File: config.mk
export PLATFORM = sky130hd
export DESIGN_NAME = inquiry_slot_ctrl
export DESIGN_NICKNAME = d
export VERILOG_FILES = /design/src/rtl/inq_slot_pkg.sv /design/src/rtl/inq_slot_dpath.sv /design/src/rtl/inq_slot_ctrl.sv /design/src/rtl/inquiry_slot_ctrl.sv
export SDC_FILE = /design/constraint.sdc
export NUM_CORES = 1
export LEC_CHECK = 0
export BUFFER_PORTS_ARGS = -buffer_cell sky130_fd_sc_hd__clkbuf_2
export CORE_MARGIN = 3
export CORE_UTILIZATION = 30
export DETAILED_ROUTE_END_ITERATION = 10
export GPL_ROUTABILITY_DRIVEN = 1
export PLACE_DENSITY = 0.61
export SLEW_MARGIN = 20
export SYNTH_ARGS = -nofsm -noshare
export SYNTH_HDL_FRONTEND = slang
export SYNTH_SLANG_ARGS = --single-unit
File: constraint.sdc
create_clock -name clk -period 2 [get_ports clk]
set_input_delay 0.2 -clock clk [delete_from_list [all_inputs] [get_ports clk]]
set_output_delay 0.2 -clock clk [all_outputs]
set_load 0.05 [all_outputs]
File: src/rtl/inq_slot_pkg.sv
package inq_slot_pkg;

  typedef enum logic [1:0] {
    HOP_INQ  = 2'd0,
    HOP_SCAN = 2'd1,
    HOP_RESP = 2'd2
  } hop_e;

  typedef enum logic [3:0] {
    ST_IDLE,
    ST_ALIGN,
    ST_TX_FIRST,
    ST_TX_SECOND,
    ST_EARLY,
    ST_LISTEN,
    ST_SCAN,
    ST_SCAN_WAIT,
    ST_FIN
  } state_e;

  // Strobes from control to datapath
  typedef struct packed {
    logic sendId;
    logic sendFhs;
    logic loadHop;
    logic hopNext;
    hop_e hopSel;
    logic startWait;
    logic finish;
  } ctrl_stb_t;

endpackage

File: src/rtl/inq_slot_dpath.sv
module inq_slot_dpath
  import inq_slot_pkg::*;
#(
  parameter int CLK_W     = 17,
  parameter int HALF_SLOT = 625,
  parameter int UNC_DELAY = 10
) (
  input  logic             clk,
  input  logic             rstN,
  input  logic             halfTick,
  input  logic [CLK_W-1:0] nativeClk,
  input  ctrl_stb_t        stb,
  output logic             earlyHit,
  output logic             waitHit,
  output logic             idTx,
  output logic             fhsTx,
  output logic             nInc,
  output logic             done,
  output logic [1:0]       hopSel,
  output logic [CLK_W-1:0] hopClk
);

  localparam int EARLY_AT  = HALF_SLOT - UNC_DELAY;
  localparam int RESP_WAIT = 2 * HALF_SLOT;
  localparam int TMR_W     = $clog2(RESP_WAIT + 1);

  logic [TMR_W-1:0] tmr;
  logic [TMR_W-1:0] elapsed;
  logic [TMR_W-1:0] waitCnt;

  // fine timer: cycles since the last half-slot tick, saturating
  always_ff @(posedge clk or negedge rstN) begin
    if (!rstN) begin
      tmr <= '0;
    end else if (halfTick) begin
      tmr <= TMR_W'(1);
    end else if (tmr != '1) begin
      tmr <= tmr + TMR_W'(1);
    end
  end

  assign elapsed  = halfTick ? '0 : tmr;
  assign earlyHit = (elapsed == TMR_W'(EARLY_AT - 1));

  // response delay counter, started by the control
  always_ff @(posedge clk or negedge rstN) begin
    if (!rstN) begin
      waitCnt <= '0;
    end else if (stb.startWait) begin
      waitCnt <= TMR_W'(1);
    end else if (waitCnt != '1) begin
      waitCnt <= waitCnt + TMR_W'(1);
    end
  end

  assign waitHit = (waitCnt == TMR_W'(RESP_WAIT - 1));

  // registered strobes and hop selection
  always_ff @(posedge clk or negedge rstN) begin
    if (!rstN) begin
      idTx   <= 1'b0;
      fhsTx  <= 1'b0;
      nInc   <= 1'b0;
      done   <= 1'b0;
      hopSel <= HOP_INQ;
      hopClk <= '0;
    end else begin
      idTx  <= stb.sendId;
      fhsTx <= stb.sendFhs;
      nInc  <= stb.sendFhs;
      done  <= stb.finish;
      if (stb.loadHop) begin
        hopSel <= stb.hopSel;
        hopClk <= stb.hopNext ? nativeClk + CLK_W'(1) : nativeClk;
      end
    end
  end

endmodule

File: src/rtl/inq_slot_ctrl.sv
module inq_slot_ctrl
  import inq_slot_pkg::*;
#(
  parameter int CLK_W = 17
) (
  input  logic             clk,
  input  logic             rstN,
  input  logic             halfTick,
  input  logic [CLK_W-1:0] nativeClk,
  input  logic             roleInquirer,
  input  logic             idRxDet,
  input  logic             fhsRxDet,
  input  logic             earlyHit,
  input  logic             waitHit,
  output ctrl_stb_t        stb,
  output logic             rxEn,
  output logic             finished
);

  state_e state;
  state_e stateNxt;
  logic   clkAllOnes;

  assign clkAllOnes = &nativeClk;

  always_ff @(posedge clk or negedge rstN) begin
    if (!rstN) begin
      state <= ST_IDLE;
    end else begin
      state <= stateNxt;
    end
  end

  always_comb begin
    stateNxt = state;
    stb      = '0;
    unique case (state)
      ST_IDLE: begin
        if (!clkAllOnes) begin
          if (roleInquirer) begin
            stateNxt = ST_ALIGN;
          end else begin
            stb.loadHop = 1'b1;
            stb.hopSel  = HOP_SCAN;
            stateNxt    = ST_SCAN;
          end
        end
      end
      ST_ALIGN: begin
        if (nativeClk[1:0] == 2'b00) begin
          stb.sendId  = 1'b1;
          stb.loadHop = 1'b1;
          stb.hopSel  = HOP_INQ;
          stateNxt    = ST_TX_FIRST;
        end
      end
      ST_TX_FIRST: begin
        if (nativeClk[0]) begin
          stb.sendId  = 1'b1;
          stb.loadHop = 1'b1;
          stb.hopSel  = HOP_INQ;
          stateNxt    = ST_TX_SECOND;
        end
      end
      ST_TX_SECOND: begin
        if (earlyHit) begin
          stb.loadHop = 1'b1;
          stb.hopNext = 1'b1;
          stb.hopSel  = HOP_RESP;
          stateNxt    = ST_EARLY;
        end
      end
      ST_EARLY: begin
        if (fhsRxDet) begin
          stb.finish = 1'b1;
          stateNxt   = ST_FIN;
        end else if (nativeClk[1]) begin
          stb.loadHop = 1'b1;
          stb.hopSel  = HOP_RESP;
          stateNxt    = ST_LISTEN;
        end
      end
      ST_LISTEN: begin
        if (fhsRxDet) begin
          stb.finish = 1'b1;
          stateNxt   = ST_FIN;
        end else if (!nativeClk[1]) begin
          stateNxt = ST_ALIGN;
        end
      end
      ST_SCAN: begin
        if (idRxDet) begin
          stb.startWait = 1'b1;
          stateNxt      = ST_SCAN_WAIT;
        end else if (halfTick) begin
          stb.loadHop = 1'b1;
          stb.hopSel  = HOP_SCAN;
        end
      end
      ST_SCAN_WAIT: begin
        if (waitHit) begin
          stb.sendFhs = 1'b1;
          stb.finish  = 1'b1;
          stb.loadHop = 1'b1;
          stb.hopSel  = HOP_RESP;
          stateNxt    = ST_FIN;
        end
      end
      ST_FIN: begin
        stateNxt = ST_FIN;
      end
      default: begin
        stateNxt = ST_IDLE;
      end
    endcase
  end

  assign rxEn     = (state == ST_EARLY) || (state == ST_LISTEN) || (state == ST_SCAN);
  assign finished = (state == ST_FIN);

endmodule

File: src/rtl/inquiry_slot_ctrl.sv
module inquiry_slot_ctrl
  import inq_slot_pkg::*;
#(
  parameter int CLK_W     = 17,
  parameter int HALF_SLOT = 625,
  parameter int UNC_DELAY = 10
) (
  input  logic             clk,
  input  logic             rstN,
  input  logic             halfTick,
  input  logic [CLK_W-1:0] nativeClk,
  input  logic             roleInquirer,
  input  logic             idRxDet,
  input  logic             fhsRxDet,
  output logic             idTx,
  output logic             fhsTx,
  output logic             nInc,
  output logic             rxEn,
  output logic [1:0]       hopSel,
  output logic [CLK_W-1:0] hopClk,
  output logic             done,
  output logic             finished
);

  ctrl_stb_t stb;
  logic      earlyHit;
  logic      waitHit;

  inq_slot_ctrl #(.CLK_W(CLK_W)) u_ctrl (
    .clk          (clk),
    .rstN         (rstN),
    .halfTick     (halfTick),
    .nativeClk    (nativeClk),
    .roleInquirer (roleInquirer),
    .idRxDet      (idRxDet),
    .fhsRxDet     (fhsRxDet),
    .earlyHit     (earlyHit),
    .waitHit      (waitHit),
    .stb          (stb),
    .rxEn         (rxEn),
    .finished     (finished)
  );

  inq_slot_dpath #(
    .CLK_W     (CLK_W),
    .HALF_SLOT (HALF_SLOT),
    .UNC_DELAY (UNC_DELAY)
  ) u_dpath (
    .clk       (clk),
    .rstN      (rstN),
    .halfTick  (halfTick),
    .nativeClk (nativeClk),
    .stb       (stb),
    .earlyHit  (earlyHit),
    .waitHit   (waitHit),
    .idTx      (idTx),
    .fhsTx     (fhsTx),
    .nInc      (nInc),
    .done      (done),
    .hopSel    (hopSel),
    .hopClk    (hopClk)
  );

endmodule

==> results of run 1 <==
cells in the mapped netlist, types with 8 or more instances:
library cell  instances  area share
dfrtp_1              48        0.44
nor2_1               22       0.030
xnor2_1              19       0.061
nand3_1              17       0.031
nand4_1              16       0.037
xor2_1               11       0.035
and3_1               10       0.023
mux2_2               10       0.041
and4_1                8       0.026
inv_1                 8       0.011
mux2_1                8       0.033
nand2_1               8       0.011
per-stage QoR:
stage | setup WS, ps | setup TNS [ps] | instances | hold slack [ps] | cell area [um^2]
floorplan | -152 | -1330 | 269 | -95.6 | 2790
global placement | -199 | -3190 | 467 | 244 | 3530
detailed placement | -236 | -3830 | 467 | 249 | 3530
CTS | -43.8 | -324 | 476 | 217 | 3690
global route | -125 | -1660 | 476 | 215 | 3710
finish | -51.7 | -329 | 476 | 216 | 3710
state kept, by name, summed over array words and instances, names as in the netlist:
signal / count
u_dpath.hopClk: 17
u_dpath.tmr: 11
u_dpath.done: 1
u_dpath.idTx: 1
u_dpath.fhsTx: 1
u_dpath.hopSel: 2
u_ctrl.state: 4
u_dpath.waitCnt: 11
power breakdown:
group,internal [mW],switching (mW),leakage (nW)
Sequential,1.32,0.267,0.608
Combinational,1.15,1.66,1.14
Clock,0.370,0.328,0.0541
Total,2.85,2.26,1.80
kinds of logic (layout without fill, tap and decap cells):
group,count (synthesis),after routing
fa+ha+maj,6,6
simple gates,110,110
buf+inv,21,120
mux,19,19
compound gates,35,35
xor+xnor,30,30
flops,48,48
worst min path at each step:
stage | end | slack, ps | cells after the start
6_report | u_dpath.done | 220 | 2
5_1_grt | u_dpath.done | 220 | 2
4_1_cts | u_dpath.done | 220 | 2
3_5_place_dp | u_dpath.waitCnt[10] | 250 | 1
3_3_place_gp | u_dpath.waitCnt[9] | 240 | 1
2_1_floorplan | u_ctrl.state[0] | -100 | 0
routing by layer:
layer	wire, um	track usage	part of all wire
met4	24	0.0204	0.0036
met1	3130	0.180	0.47
met3	267	0.0303	0.040
met5	0	0	0
met2	3250	0.231	0.49
what timing repair did:
| action | in CTS | in global routing |
|---|---|---|
| setup endpoints to repair | 17 | 18 |
| pin swaps | 0 | 1 |
| gates resized for setup | 7 | 5 |
| hold buffers | 1 | 0 |
| endpoints found under the hold margin | 23 | 0 |
| setup buffers | 0 | 0 |
critical path: cells and delay by family, from the launching register on:
kind / cells / cell delay (ps)
flops: 1 / 350
buf+inv: 2 / 230
mux: 1 / 340
compound gates: 1 / 320
simple gates: 3 / 510
fa+ha+maj: 1 / 180
area by class of cell:
type                    count  area (um^2)
multi-input cells         200         1540
flip-flops and latches     48         1200
inverters                   8         30.0
well taps                 108          135
clock inverters             3         42.5
clock buffers               5         68.8
repair buffers            104          694
fillers                   851         5090
==> out/results.tsv, run 1 <==
metric	value	unit
synthAdderAreaFrac	0.0274	
min_period	2050	ps
cts_tree	done	
crit_path_cell_trace	inv_1 > ha_2 > nor4bb_4 > and3_1 > a211o_1 > nor3_4 > buf_12 > mux2_2	
n_antenna_cell	0	
ys_warn_count	0	
crit_start	u_dpath.waitCnt[1]	
drc_errors	0	
viasPerCell	4.99	
syn_inst	269	
numCtsBuffers	5	
p_leak	1.80	nW
violations	negative setup slack	
period_share	1.03	
die_w	102	um
r2r-end	u_dpath.hopClk[8]	
grt_pass1_vias	2450	
place_congestion	0.917	
clkLatencyLatePin	290	ps
syn_to_final_growth	35.5	%
min_from	fhsRxDet	
ys_ff_latch	48	
cp_data_arrival_time	2240	ps
grt_start_max_net_pins	26	
clock.fmax	487	MHz
synth_nets	298	
outcome	finished with violations	
dp_hpwl	5300	um
cp-end-kind	register	
dieArea	0.0103	mm^2
final_critical_path_setup_slack	-51.7	ps
core_area	0.00881	mm^2
slew_headroom	0.575	
worst_pin_slew	637	ps
ys_async_sr_fraction	1.00	
placementRows	34	
synth_top_family_by_area	simple AND/OR/NAND/NOR gates	
yosysUniqueCellTypes	47	
synth_ff_type	dfrtp_1	
clk_path_buf_depth	2	
cp-endpoint	u_dpath.hopClk[8]	
port_buffers	47	
synth_compound_gate_area_share	0.0932	
maxSlewViolCount	0	
cp-start-kind	register	
hold_violations	0	
nets	396	
layout-drive-gt1-share	0.389	
firstDrtPassIters	4	
grt_overflow	0	
crit_path_max_incr_delay	350	ps
synth_edf_count	0	
cap_violations	0	
path_max_fanout	12	
ctsHtreeMaxLevel	2	
layout_commonest_cell	buf_4	
peakVddDrop	0.757	mV
reg2reg_depth	8	
netlist_area	0.00274	mm^2
vias	2376	
synth_mux_area_frac	0.0776	
avgSynthCellArea	10.2	um^2
rsz0062_at_grt	yes	
timing.rr.start	u_dpath.waitCnt[1]	
synth-xor-area-share	0.0959	
criticalPathCategory	register to register	
root_buffer	clkbuf_8	
postLayoutCoreUtil	0.422	
die_y	102	um
yosysSeqAreaShare	0.438	
p_per_area	1380	mW/mm^2
wl_per_cell	14.0	um
antenna_left	0	
skew	3.32	ps
cts_sinks	48	
grt_use_total	0.136	
min_path_type	input port to register	
critPathSlowestCell	dfrtp_1	
antenna_found_initial	0	
synth_simple_gate_area_share	0.233	
clk_pin_slew_worst_paths	90	ps
drt_iter0_markers	135	
setup_violations	17	
start_util	0.311	
grt_pass1_wl	11400	um
worst_ep_required_time	2190	ps
final_cell_mix	buf_4 (53), dfrtp_1 (48), clkbuf_2 (47)	
io_pins	48	
p_total	5.10	mW
r2r_slack	-50	ps
routed_wl	6670	um
Power figures use the tool's default switching activity.
==> inputs of run 2 (changes only) <==
--- a/config.mk
+++ b/config.mk
@@ -14,4 +14,5 @@
 export SLEW_MARGIN = 20
 export SYNTH_ARGS = -nofsm -noshare
 export SYNTH_HDL_FRONTEND = slang
+export SYNTH_HIERARCHICAL = 1
 export SYNTH_SLANG_ARGS = --single-unit
==> run 2 against run 1 <==
Effect of this change: the flow finishes with violations (negative hold slack, negative setup slack); clock-buffer cell count is 1 higher; register-to-register slack worse by 410 ps; total power is 12% higher; global-route usage is 1.0 points higher; critical path depth stayed put; sequential share of layout area is 5.6 points lower; design area is 21% higher; sequential power hardly changed; non-clock buffer count is 27 higher; combinational power is 18% higher; synthesized cell count is 17% higher; core utilization is 5.9 points higher; critical path type unchanged.
==> out/results.tsv, run 2 <==
metric	value	unit
outcome	finished with violations	
violations	negative hold slack, negative setup slack	
ys_warn_count	6	
cp_data_arrival_time	2650	ps
slew_headroom	0.581	
die_y	104	um
firstDrtPassIters	4	
synth_nets	343	
antenna_left	0	
grt_pass1_vias	2809	
final_cell_mix	buf_4 (74), dfrtp_1 (48), clkbuf_2 (47)	
worst_ep_required_time	2180	ps
seq_power_share	0.282	
cts_sinks	48	
worst_pin_slew	629	ps
cts-hold-fix-buffers	0	
viasPerCell	4.96	
combinationalPowerShare	0.586	
core_area	0.00933	mm^2
n_antenna_cell	0	
port_buffers	47	
antenna_found_initial	0	
synth_mux_area_frac	0.0398	
min_period	2470	ps
min_path_type	input port to async pin	
path_max_fanout	4	
crit_start	u_dpath/tmr[8]	
synth_edf_count	0	
cp-start-kind	register	
ctsHtreeMaxLevel	2	
grt_use_total	0.145	
reg.largest.list	u_dpath/hopClk x17, u_dpath/tmr x11, u_dpath/waitCnt x11	
cap_violations	0	
grt.busiest_layer	met2	
swShare	0.457	
cts_tree	done	
grt_pass1_wl	13400	um
clkLatencyLatePin	300	ps
synth_top_family_by_area	simple AND/OR/NAND/NOR gates	
synth_area_leaders	dfrtp_1 (41%), nor2_1 (6.1%), a21oi_1 (3.5%), nand2_1 (3.2%), mux2i_1 (2.4%)	
skew	13.0	ps
ys_ff_latch	48	
grt_start_max_net_pins	49	
layout-drive-gt1-share	0.483	
numCtsBuffers	5	
die_w	104	um
timing.rr.start	u_dpath/tmr[8]	
ys_async_sr_fraction	1.00	
p_total	5.70	mW
p_leak	1.98	nW
layout_commonest_cell	buf_4	
rsz0062_at_grt	yes	
synth_compound_gate_area_share	0.130	
synth_simple_gate_area_share	0.318	
grt_overflow	0	
criticalPathCategory	register to register	
setup_violations	22	
yosys.area.top_type	dfrtp_1	
period_share	1.23	
start_util	0.310	
synthAdderAreaFrac	0.0173	
hold_violations	20	
clock.fmax	405	MHz
yosysSeqAreaShare	0.415	
syn_to_final_growth	54.9	%
io_pins	48	
clkPwrFrac	0.133	
drt_iter0_markers	141	
dp_hpwl	5950	um
dieArea	0.0109	mm^2
cp-end-kind	register	
root_buffer	clkbuf_8	
pre_cts_ws	-556	ps
use_met2	0.237	
peakVddDrop	0.627	mV
p_per_area	1270	mW/mm^2
vias	2828	
syn_inst	316	
intPower	3.10	mW
postLayoutCoreUtil	0.481	
final_critical_path_setup_slack	-466	ps
avgSynthCellArea	9.16	um^2
netlist_area	0.00290	mm^2
largest_reg_flops	17	
synth_ff_type	dfrtp_1	
drc_errors	0	
clk_path_buf_depth	2	
synthTopCellsByCount	dfrtp_1 (48), nor2_1 (47), nand2_1 (25)	
placementRows	35	
switchingPower	2.60	mW
grt.met3_usage	0.0192	
final-seq-area	0.00120	mm^2
post-synth-top-count-cell	dfrtp_1	
yosysUniqueCellTypes	57	
num-fill-cells	839	
maxSlewViolCount	0	
wl_per_cell	14.1	um
hold_ws	-22.1	ps
synth-xor-area-share	0.0484	
registers.top_by_ff_count	u_dpath/hopClk	
place_congestion	0.873	
routed_wl	8010	um
clk_pin_slew_worst_paths	100	ps
nets	467	
multi_input_area	0.00202	mm^2
synth_top_area_share	0.415	
use_met1	0.201	
run 2: changes by cell type after synthesis, moves of 6 or more:
cell / delta
mux2_2: -7
nor2_1: +25
nand2_1: +17
nand4_1: -11
nor4_1: +7
mux2_1: -7
mux2i_1: +6
a21oi_1: +14
xnor2_1: -11
and4_1: -6
nand3_1: -6
nor3_1: +7
run 2: critical path, cell delays in order (launching register included):
cell	delay (ps)
dfrtp_1	390
or4_4	540
nor4_4	250
nor4b_4	270
buf_6	170
nand4_4	130
nor4_4	230
nor2_1	90
a221o_1	270
run 2: per-stage QoR:
stage / instances / setup TNS (ps) / instance area (um^2)
floorplan: 316 / -5300 / 3060
global placement: 554 / -7570 / 3950
detailed placement: 554 / -8360 / 3950
CTS: 566 / -8600 / 4220
global route: 570 / -10900 / 4480
finish: 570 / -8050 / 4480
run 2: area by class of cell:
class | instances | share of cell area
clock inverter | 2 | 0.00865
sequential | 48 | 0.268
inverter | 8 | 0.00725
tap | 129 | 0.0360
clock buffer | 6 | 0.0184
multi-input combinational | 246 | 0.451
timing repair buffer | 131 | 0.211
run 2: worst paths after layout:
path | endpoint | slack, ps | depth (start not counted)
min reg2reg | u_dpath/hopClk[14] | 530 | 1
max in group asynchronous | u_dpath/hopClk[11] | 1580 | 2
max | u_dpath/hopClk[14] | -470 | 8
min in group clk | u_dpath/tmr[10] | 260 | 3
max reg2reg | u_dpath/hopClk[14] | -470 | 8
min | u_dpath/waitCnt[7] | -20 | 2
run 2: kinds of logic after synthesis:
family	after synthesis
xor+xnor	16
compound gates	53
simple gates	162
mux	11
fa+ha+maj	4
buf+inv	22
flops	48
run 2: power groups by stage:
stage | Sequential [mW] | Combinational, mW | Clock [mW]
5_1_grt | 1.65 | 3.59 | 0.815
6_report | 1.61 | 3.34 | 0.756
3_5_place_dp | 1.56 | 2.92 | 0
2_1_floorplan | 2.22 | 1.31 | 0
4_1_cts | 1.56 | 3.01 | 0.779
3_3_place_gp | 1.56 | 2.87 | 0
run 2: what timing repair did:
action	in CTS	in global routing
cloned	0	1
resized for setup	19	44
endpoints found under the setup margin	21	26
pin swaps	13	22
setup buffers	4	4
endpoints found under the hold margin	0	0
run 2: per-layer routing:
metal  part of all wire  vias up
met5                  0        -
met4              0.014        0
met2               0.49       60
met1               0.46     1364
met3              0.035        9
li1                   -     1395
==> inputs of run 3 (changes only) <==
--- a/config.mk
+++ b/config.mk
@@ -6,11 +6,12 @@
 export NUM_CORES = 1
 export LEC_CHECK = 0
 export BUFFER_PORTS_ARGS = -buffer_cell sky130_fd_sc_hd__clkbuf_2
+export CAP_MARGIN = 20
 export CORE_MARGIN = 3
 export CORE_UTILIZATION = 30
 export DETAILED_ROUTE_END_ITERATION = 10
 export GPL_ROUTABILITY_DRIVEN = 1
-export PLACE_DENSITY = 0.61
+export PLACE_DENSITY = 0.59
 export SLEW_MARGIN = 20
 export SYNTH_ARGS = -nofsm -noshare
 export SYNTH_HDL_FRONTEND = slang
==> constraint.sdc (replaced) <==
create_clock -name clk -period 2.85 [get_ports clk]
set_input_delay 0.285 -clock clk [delete_from_list [all_inputs] [get_ports clk]]
set_output_delay 0.285 -clock clk [all_outputs]
set_load 0.05 [all_outputs]
==> run 3 against run 2 <==
Effect of this change: the flow now finishes without violations; worst setup slack improved by 610 ps; first-iteration DRC count decreased by 5.0%; clock power decreased by 45%; via count decreased by 9.8%; register-to-register slack improved by 610 ps; design area decreased by 21%; critical endpoint is now u_dpath/hopClk[13]; largest power group unchanged.
==> out/results.tsv, run 3 (synthesis gave the netlist of run 2 again) <==
metric	value	unit
cap_violations	0	
cts-hold-fix-buffers	0	
combinationalPowerShare	0.515	
clkLatencyLatePin	300	ps
fin_setup_tns	0	ps
setup_violations	0	
min_path_type	input port to async pin	
worst_ep_required_time	3040	ps
cp-end-kind	register	
multi_input_area	0.00165	mm^2
firstDrtPassIters	5	
hold_violations	0	
io_pins	48	
clock.fmax	369	MHz
seq_power_share	0.356	
slew_headroom	0.582	
stdcell_area	0.00356	mm^2
die_y	104	um
post_cts_buffers	0	
clk_pin_slew_worst_paths	90	ps
path_max_fanout	4	
grt_pass1_wl	12100	um
clkPwrFrac	0.129	
placementRows	35	
grt_overflow	0	
layout-drive-gt1-share	0.290	
hold_ws	66.0	ps
routed_wl	7000	um
clk_path_buf_depth	2	
die_w	104	um
root_buffer	clkbuf_8	
period_share	0.951	
peakVddDrop	0.497	mV
grt_use_total	0.131	
nets	409	
outcome	finished, final reports clean	
cts_sinks	48	
start_util	0.310	
reg.largest.list	u_dpath/hopClk x17, u_dpath/tmr x11, u_dpath/waitCnt x11	
p_per_area	904	mW/mm^2
final_cell_mix	dfrtp_1 (48), clkbuf_2 (47), nor2_1 (46)	
placedCellCount	504	
rsz0062_at_grt	yes	
fin_cells	512	
viasPerCell	4.98	
cp-start-kind	register	
p_total	3.22	mW
wl_per_cell	13.7	um
port_buffers	47	
drc_errors	0	
grt_pass1_vias	2511	
cp_data_arrival_time	2900	ps
p_leak	1.58	nW
n_antenna_cell	0	
num-fill-cells	944	
cts_tree	done	
dp_hpwl	5140	um
intPower	1.64	mW
grt_start_max_net_pins	49	
criticalPathCategory	register to register	
layout_commonest_cell	dfrtp_1	
place_congestion	0.897	
registers.top_by_ff_count	u_dpath/hopClk	
largest_reg_flops	17	
drt_iter0_markers	134	
maxSlewViolCount	0	
swShare	0.490	
min_period	2710	ps
skew	5.22	ps
syn_to_final_growth	22.9	%
antenna_left	0	
numCtsBuffers	5	
vias	2552	
ctsHtreeMaxLevel	2	
core_area	0.00933	mm^2
final-seq-area	0.00120	mm^2
switchingPower	1.58	mW
worst_pin_slew	628	ps
antenna_found_initial	0	
dieArea	0.0109	mm^2
placed_area	0.00342	mm^2
-- run 3: changes by cell type in the layout (fill, tap and decap cells not counted), sizes merged --
cell,before,now
buf,83,26
bufinv,1,0
clkbuf,54,53
clkinvlp,0,1
-- run 3: layer usage --
metal | wire [um] | vias up | track usage
li1 | - | 1294 | -
met1 | 3310 | 1195 | 0.176
met2 | 3300 | 59 | 0.221
met3 | 320 | 4 | 0.0199
met4 | 66 | 0 | 0.0342
met5 | 0 | - | 0
-- run 3: power by group through the flow --
stage	registers (mW)	clock network (mW)	logic [mW]
after global placement	1.15	0	1.62
after CTS	1.14	0.435	1.66
final	1.14	0.415	1.66
after global routing	1.19	0.463	1.81
after floorplan	1.55	0	0.812
after detailed placement	1.15	0	1.65
-- run 3: path summary, 6_finish.rpt --
check	start	to	slack, ps	cells after the start
setup / recovery	u_dpath/tmr[0]	u_dpath/hopClk[13]	140	9
hold / removal	rstN	u_dpath/tmr[8]	70	2
setup reg to reg	u_dpath/tmr[0]	u_dpath/hopClk[13]	140	9
hold reg to reg	u_dpath/hopClk[15]	u_dpath/hopClk[15]	500	2
max in group asynchronous	rstN	u_dpath/hopClk[12]	2350	2
min in group clk	nativeClk[15]	u_dpath/hopClk[16]	290	3
-- run 3: stage by stage --
step | worst slack (ps) | utilization
finish | 140 | 0.381
global route | -90.4 | 0.381
global placement | -33.6 | 0.367
detailed placement | -26.6 | 0.367
CTS | 27.9 | 0.379
floorplan | 163 | -
-- run 3: cell type report --
cell class | instances | share of cell area
sequential | 48 | 0.338
timing repair buffer | 73 | 0.121
multi-input combinational | 246 | 0.463
tap | 129 | 0.0454
inverter | 8 | 0.00844
clock inverter | 2 | 0.00457
clock buffer | 6 | 0.0204
-- run 3: critical path: stages, from the launching register on --
cell	delay [ps]
dfrtp_1	380
or4b_2	640
nor4_1	250
buf_4	160
nor4b_2	200
buf_4	180
nand4_2	150
nor4_2	290
nor2_1	80
a221o_1	260
-- run 3: repair_timing --
action | in CTS | in global routing
gates resized for setup | 3 | 5
setup endpoints to repair | 2 | 12
pin swaps | 0 | 0
